==> src/rtl/pgwin_pkg.sv <==
package pgwin_pkg;
  localparam int unsigned PAGE_W = 6;
  localparam int unsigned OFS_W  = 14;
  localparam int unsigned CPU_AW = 16;
  localparam int unsigned EXT_AW = PAGE_W + OFS_W;
  localparam int unsigned SEL_W  = CPU_AW - OFS_W;

  typedef enum logic [1:0] {
    RGN_LOW   = 2'b00,
    RGN_FIXLO = 2'b01,
    RGN_WIN   = 2'b10,
    RGN_FIXHI = 2'b11
  } rgn_e;
endpackage

==> src/rtl/pgwin_page_reg.sv <==
module pgwin_page_reg #(
  parameter int unsigned PAGE_W = 6,
  parameter logic [PAGE_W-1:0] RST_PAGE = '0
) (
  input  logic              clk_i,
  input  logic              rst_ni,
  input  logic              we_i,
  input  logic [PAGE_W-1:0] wdata_i,
  output logic [PAGE_W-1:0] page_o
);
  logic [PAGE_W-1:0] page_q;

  always_ff @(posedge clk_i or negedge rst_ni) begin
    if (!rst_ni)   page_q <= RST_PAGE;
    else if (we_i) page_q <= wdata_i;
  end

  assign page_o = page_q;

  p_page_upd_r2: assert property (@(posedge clk_i) disable iff (!rst_ni)
    we_i |=> page_o == $past(wdata_i));
  p_page_hold_r2: assert property (@(posedge clk_i) disable iff (!rst_ni)
    !we_i |=> $stable(page_o));
endmodule

==> src/rtl/pgwin_rgn_dec.sv <==
module pgwin_rgn_dec
  import pgwin_pkg::*;
#(
  parameter int unsigned AW   = 16,
  parameter int unsigned OFSW = 14
) (
  input  logic [AW-1:0] addr_i,
  output rgn_e          rgn_o,
  output logic          low_o,
  output logic          fixed_o,
  output logic          win_o
);
  localparam int unsigned SW = AW - OFSW;

  logic [SW-1:0] sel;
  assign sel   = addr_i[AW-1:OFSW];
  assign rgn_o = rgn_e'(sel);

  always_comb begin
    low_o   = 1'b0;
    fixed_o = 1'b0;
    win_o   = 1'b0;
    unique case (rgn_o)
      RGN_LOW:             low_o   = 1'b1;
      RGN_WIN:             win_o   = 1'b1;
      RGN_FIXLO, RGN_FIXHI: fixed_o = 1'b1;
      default:             low_o   = 1'b1;
    endcase
  end
endmodule

==> src/rtl/pgwin_fwd_map.sv <==
module pgwin_fwd_map
  import pgwin_pkg::*;
#(
  parameter int unsigned PAGE_W = 6,
  parameter logic [PAGE_W-1:0] FIX_LO_PAGE = 6'h3E,
  parameter logic [PAGE_W-1:0] FIX_HI_PAGE = 6'h3F
) (
  input  rgn_e              rgn_i,
  input  logic [PAGE_W-1:0] page_i,
  output logic [PAGE_W-1:0] hi_o
);
  always_comb begin
    unique case (rgn_i)
      RGN_WIN:   hi_o = page_i;
      RGN_FIXLO: hi_o = FIX_LO_PAGE;
      RGN_FIXHI: hi_o = FIX_HI_PAGE;
      default:   hi_o = '0;
    endcase
  end
endmodule

==> src/rtl/pgwin_rev_map.sv <==
module pgwin_rev_map #(
  parameter int unsigned PAGE_W = 6,
  parameter int unsigned OFS_W  = 14,
  parameter int unsigned CPU_AW = 16,
  parameter logic [CPU_AW-OFS_W-1:0] WIN_SEL = 2'b10
) (
  input  logic [PAGE_W+OFS_W-1:0] lin_i,
  output logic [PAGE_W-1:0]       page_o,
  output logic [CPU_AW-1:0]       win_o
);
  localparam int unsigned EAW = PAGE_W + OFS_W;

  // divide/mod by the page size reduce to a bit split
  assign page_o = lin_i[EAW-1:OFS_W];
  assign win_o  = {WIN_SEL, lin_i[OFS_W-1:0]};
endmodule

==> src/rtl/pgwin_xlate.sv <==
module pgwin_xlate
  import pgwin_pkg::*;
#(
  parameter logic [PAGE_W-1:0] FIX_LO_PAGE = 6'h3E,
  parameter logic [PAGE_W-1:0] FIX_HI_PAGE = 6'h3F
) (
  input  logic              clk_i,
  input  logic              rst_ni,
  input  logic              page_we_i,
  input  logic [PAGE_W-1:0] page_wdata_i,
  output logic [PAGE_W-1:0] page_rdata_o,
  input  logic [CPU_AW-1:0] cpu_addr_i,
  output logic [PAGE_W-1:0] ext_hi_o,
  output logic [OFS_W-1:0]  ext_lo_o,
  output logic              win_hit_o,
  output logic              fixed_hit_o,
  output logic              low_rgn_o,
  input  logic [EXT_AW-1:0] lin_addr_i,
  output logic [PAGE_W-1:0] rev_page_o,
  output logic [CPU_AW-1:0] rev_win_o
);
  localparam logic [SEL_W-1:0] WIN_SEL = SEL_W'(RGN_WIN);

  logic [PAGE_W-1:0] page;
  rgn_e              rgn;

  pgwin_page_reg #(.PAGE_W(PAGE_W), .RST_PAGE('0)) u_page (
    .clk_i   (clk_i),
    .rst_ni  (rst_ni),
    .we_i    (page_we_i),
    .wdata_i (page_wdata_i),
    .page_o  (page)
  );

  pgwin_rgn_dec #(.AW(CPU_AW), .OFSW(OFS_W)) u_dec (
    .addr_i  (cpu_addr_i),
    .rgn_o   (rgn),
    .low_o   (low_rgn_o),
    .fixed_o (fixed_hit_o),
    .win_o   (win_hit_o)
  );

  pgwin_fwd_map #(
    .PAGE_W(PAGE_W), .FIX_LO_PAGE(FIX_LO_PAGE), .FIX_HI_PAGE(FIX_HI_PAGE)
  ) u_fwd (
    .rgn_i  (rgn),
    .page_i (page),
    .hi_o   (ext_hi_o)
  );

  pgwin_rev_map #(
    .PAGE_W(PAGE_W), .OFS_W(OFS_W), .CPU_AW(CPU_AW), .WIN_SEL(WIN_SEL)
  ) u_rev (
    .lin_i  (lin_addr_i),
    .page_o (rev_page_o),
    .win_o  (rev_win_o)
  );

  assign page_rdata_o = page;
  assign ext_lo_o     = cpu_addr_i[OFS_W-1:0];

  p_win_page_r3: assert property (@(posedge clk_i) disable iff (!rst_ni)
    (cpu_addr_i >= 16'h8000 && cpu_addr_i <= 16'hBFFF) |->
      (win_hit_o && ext_hi_o == page_rdata_o));
  p_fix_lo_r4: assert property (@(posedge clk_i) disable iff (!rst_ni)
    (cpu_addr_i >= 16'h4000 && cpu_addr_i <= 16'h7FFF) |->
      (fixed_hit_o && ext_hi_o == FIX_LO_PAGE));
  p_fix_hi_r5: assert property (@(posedge clk_i) disable iff (!rst_ni)
    (cpu_addr_i >= 16'hC000) |-> (fixed_hit_o && ext_hi_o == FIX_HI_PAGE));
  p_low_rgn_r6: assert property (@(posedge clk_i) disable iff (!rst_ni)
    low_rgn_o |-> (!win_hit_o && ext_hi_o == '0 && cpu_addr_i < 16'h4000));
  p_one_rgn_r7: assert property (@(posedge clk_i) disable iff (!rst_ni)
    $countones({low_rgn_o, fixed_hit_o, win_hit_o}) == 1);
  p_rev_round_r8: assert property (@(posedge clk_i) disable iff (!rst_ni)
    ({rev_page_o, 14'h0} + 20'(rev_win_o) - 20'h8000) == lin_addr_i);
endmodule

==> config.mk <==
export PLATFORM = sky130hd
export DESIGN_NAME = pgwin_xlate
export DESIGN_NICKNAME = d
export VERILOG_FILES = /design/src/rtl/pgwin_pkg.sv /design/src/rtl/pgwin_page_reg.sv /design/src/rtl/pgwin_rgn_dec.sv /design/src/rtl/pgwin_fwd_map.sv /design/src/rtl/pgwin_rev_map.sv /design/src/rtl/pgwin_xlate.sv
export SDC_FILE = /design/constraint.sdc
export NUM_CORES = 1
export LEC_CHECK = 0
export BUFFER_PORTS_ARGS = -buffer_cell sky130_fd_sc_hd__buf_2
export CORE_UTILIZATION = 30
export DETAILED_ROUTE_END_ITERATION = 16
export GPL_TIMING_DRIVEN = 1
export PLACE_DENSITY = 0.85
export SYNTH_ARGS = -nofsm -noshare
export SYNTH_HDL_FRONTEND = slang
export SYNTH_SLANG_ARGS = --single-unit
==> constraint.sdc <==
create_clock -name clk_i -period 1.45 [get_ports clk_i]
set_input_delay 0.2175 -clock clk_i [delete_from_list [all_inputs] [get_ports clk_i]]
set_output_delay 0.2175 -clock clk_i [all_outputs]
set_load 0.005 [all_outputs]
# Yosys cells after proc, flatten, opt, wreduce, memory -nomap -nowiden
# Cells that the tools add are included.
# Widths: inputs -> output; s select.
# op_classes
n_mux,4
n_eq_ne,3
reduce_logical,2
# ops
cell,n
$pmux 6 s3,1
$eq 2x2->1 const B,2
$mux 1,3
$eq 2x1->1 const B,1
$logic_not 2->1,1
$reduce_or 2->1,1
# word_totals
ff_bits,6
word_cells,10
input_bits,45
output_inout_bits,51

# Longest topological paths before layout
# depth
word_depth,3
ltp_mapped,2
mapped_depth_nobuf,1

# Modules after synthesis
# Synthesis repeated with hierarchy kept, for this count alone.
# hier_totals
hier_cells,62
area_unflattened_um2,609.3
# by_module_without_submodules
module,area_each_um2,seq_area_each_um2,cells_per_inst,instances
pgwin_page_reg,251.5,150.1,13,1
pgwin_rev_map,172.7,0.0,24,1
pgwin_xlate,105.1,0.0,14,1
pgwin_fwd_map,51.3,0.0,6,1
pgwin_rgn_dec,28.8,0.0,5,1

# Worst setup path after synthesis
# Ideal clock, no wire load.
# synth_path
path_kind,register to output
from,"reg u_page.page_q[1], in the netlist u_page.page_o[1]"
to,out ext_hi_o[1]
arrival_time_ns,0.565
path_buffers,0
required_ns,1.233
slack_ns,0.667
path_stages_with_launch,2
path_cell_list,dfrtp_1 > a21o_1
# synth_via
elab_chain_cells,1
# synth_rtl
element,line_no,source
from (decl),pgwin_page_reg.sv:11,logic [PAGE_W-1:0] page_q;
from (signal assigned),pgwin_page_reg.sv:15,else if (we_i) page_q <= wdata_i;
$pmux 6 s3,pgwin_fwd_map.sv:13,unique case (rgn_i)
to (decl),pgwin_xlate.sv:13,"output logic [PAGE_W-1:0] ext_hi_o,"
# No other way between the ends.

# Worst setup path in the final report
# layout_path
from,"reg u_page.page_q[2], in the netlist u_page.page_o[2]"
to,out ext_hi_o[2]
# Same word-level chain as after synthesis.

==> key figures <==
Outcome
  • Status: complete, no violations

Die
  • Rows: 15
  • I/O pin cnt: between 90 and 100
  • Starting Density: about a third
  • Core Region: approximately 1800 µm²
  • Die ar.: between 2000 and 2500 µm²
  • Die Height: ~47 µm
  • Die W: 46.7 µm

Place
  • GPL Wtd Cong: approximately 0.63
  • Placed cell area: approximately 460 µm²
  • PortBufs: 25
  • Post-DP HPWL: between 700 and 800 µm

STA
  • Unrepaired setup endpoints after global routing: false
  • Fin Hold WS: roughly 0.22 ns
  • Crit share post-route: around four fifths
  • Max Slew Vio Count: 0
  • Hold Fails Final Rpt: 0
  • Fin Setup TNS: 0 ns
  • Setup-failing EPs final: 0
  • Final Critical Period: around 1.2 ns
  • Clk_skew: 0 ns
  • Max Fclk: 868 MHz

Power and ir drop
  • Switching share of power: a little under a quarter
  • Leak Pwr: 0.278 nW
  • Peak VDD IR: ~0.24 mV
  • Pint: 0.344 mW
  • Clock share of power: between 30% and 40%
  • Flop pwr share: 44.5%
  • Comb power frac: between 20% and 30%
  • Final Power: roughly 0.45 mW
  • P_sw: approximately 0.11 mW
  • PD cells: just over 900 nW/µm²

Clocking
  • Worst-Skew Late Latency: between 0.2 and 0.25 ns
  • Maximum root-to-sink buffer count: 2
  • Hold-fix buffers, CTS: 1
  • CTS tree: done
  • H-tree Lvls: 1
  • Postcts setup bufs: 0
  • Post-CTS Resized: 0
  • Sink Count: 6
  • Root Buffer: clkbuf_4
  • Clock transition at path regs: around 0.040 ns
  • TritonCTS Buffers: 3

Route
  • Drt first-iter violations: 3
  • Routed Antenna Nets: 0
  • Drt first pass iters: 2
  • Via density: around 4.3
  • Final WL: 999 µm
  • WL/cell: approximately 13 µm
  • # DRC: 0
  • Vias: between 300 and 400

GRT
  • Met1 Track Usage GR: slightly above 9%
  • Initial antenna violation count: 0
  • Grt ovf: 0
  • Vias in the first global route: 317
  • Layer with the highest usage: met4
  • GR Layer Usage met3: between 7 and 8%
  • GRT met2 Usage: 12.5%
  • Total GRT Usage: 10.2%
  • First-pass GRT wire length: ~1.4 mm
  • Largest net degree at the start of global routing: 10

Worst setup path
  • Worst reg2reg path startpoint: u_page.page_o[2]
  • Reg2reg setup slack: 0.66 ns
  • CP endpoint kind: output port
  • CP peak stage delay: 0.40 ns
  • Critical setup path kind: flop to output port
  • Reg2reg end: u_page.page_o[2]
  • WP buf/inv: 1
  • Crit path from: u_page.page_o[2]
  • Crit-path cells: a21o_1 > buf_2
  • WP depth: 2
  • Delay-heaviest family, CP: flip-flops
  • WP data arrival: 0.93 ns
  • Critical path capture point: ext_hi_o[2]
  • Worst-case reg-to-reg path depth: 1
  • Crit Path Max Fanout: 3
  • Worst EP required: roughly 1.2 ns
  • Kind of start point of the critical path: flop
  • CP max-delay cell: dfrtp_1

Yosys
  • Simple-gate share of the synthesized area: 1.67%
  • Complex-gate fraction of the synthesized area: around 7.5%
  • Mux cell area share after synthesis: roughly 15%
  • Post-synth EDFFs: 0
  • Async set or reset register ratio after synthesis: 100%
  • Synth top area cells: buf_4, dfrtp_1, mux2_4
  • Synthesized net count: roughly 110
  • Post-synth top area cell: buf_4
  • Yosys Warn Count: 0
  • Synth Instances: 62
  • Main synth FF type: dfrtp_1
  • Post-Synth XOR/XNOR Area: 0%
  • Commonest cells in the netlist: buf_4, dfrtp_1, mux2_4
  • Seq/Total Area, Yosys: around a quarter
  • Post-synthesis cell type count: 12
  • Syn_area_per_cell: 9.65 µm²
  • Synth Cell Area: between 500 and 600 µm²
  • Post-Synth Adder-Cell Area: 0%
  • Top-count cell post-synth: buf_4
  • #FFs+latches synth: 6
  • Largest family of logic cells by synthesized area: buffers and inverters
  • Post-synth top area share: 45.2%

Layout
  • Antenna cells: 0
  • Share of layout cells above drive strength 1: 66.7%
  • Max FFs per register: 6
  • Nets: 98
  • Post-layout instance area: 492 µm²
  • Synthesis-to-finish area growth: -17.8%

Job
  • Max cap viols: 0

Hold path
  • Tightest Hold Check Type: primary input to flop
  • Hold path depth: 2
-- cells by family (layout without fill, tap and decap cells) --
logic type,after synthesis,in the layout
simple gates,2,2
flops,6,6
compound gates,6,6
mux,6,6
buf+inv,40,29
other cells,2,2
-- per-stage QoR --
| step | utilization [%] | worst slack [ns] | cells |
|---|---|---|---|
| final | 27.3 | 0.298 | 76 |
| after CTS | 27.3 | 0.287 | 76 |
| after floorplan | - | 0.667 | 62 |
| after global placement | 25.5 | 0.555 | 72 |
| after detailed placement | 25.5 | 0.547 | 72 |
| after global routing | 27.3 | 0.252 | 76 |
-- how the worst min path moves through the flow --
stage                    start          endpoint
2_1_floorplan           rst_ni  u_page.page_o[0]
3_3_place_gp            rst_ni  u_page.page_o[2]
3_5_place_dp            rst_ni  u_page.page_o[1]
4_1_cts        page_wdata_i[1]  u_page.page_o[1]
5_1_grt        page_wdata_i[1]  u_page.page_o[1]
6_report       page_wdata_i[4]  u_page.page_o[4]
-- placed cells by master (no fill, tap or decap) --
| cell | n |
|---|---|
| a21o_1 | 5 |
| buf_2 | 25 |
| clkbuf_4 | 3 |
| conb_1 | 2 |
| dfrtp_1 | 6 |
| dlygate4sd3_1 | 1 |
| mux2_4 | 6 |
| nor2_1 | 1 |
| nor2b_1 | 1 |
| o21a_1 | 1 |
-- final cells by class --
| class | count | area, µm² |
|---|---|---|
| Fill cell | 205 | 1310 |
| Timing Repair Buffer | 26 | 135 |
| Sequential cell | 6 | 150 |
| Multi-Input combinational cell | 16 | 153 |
| Clock buffer | 3 | 22.5 |
| Tap cell | 25 | 31.3 |
-- power groups by stage --
| stage | logic [mW] | registers (mW) | clock network, mW |
|---|---|---|---|
| after floorplan | 0.137 | 0.201 | 0 |
| after global placement | 0.105 | 0.201 | 0 |
| after detailed placement | 0.106 | 0.203 | 0 |
| after CTS | 0.109 | 0.200 | 0.150 |
| after global routing | 0.118 | 0.202 | 0.165 |
| final | 0.106 | 0.200 | 0.143 |
-- routing by layer --
layer | vias up | wire length [µm]
met4 | 0 | 65
met5 | - | 0
met2 | 29 | 451
met1 | 148 | 330
li1 | 132 | -
met3 | 18 | 151
Note: power is estimated with default switching activity, not from simulation.
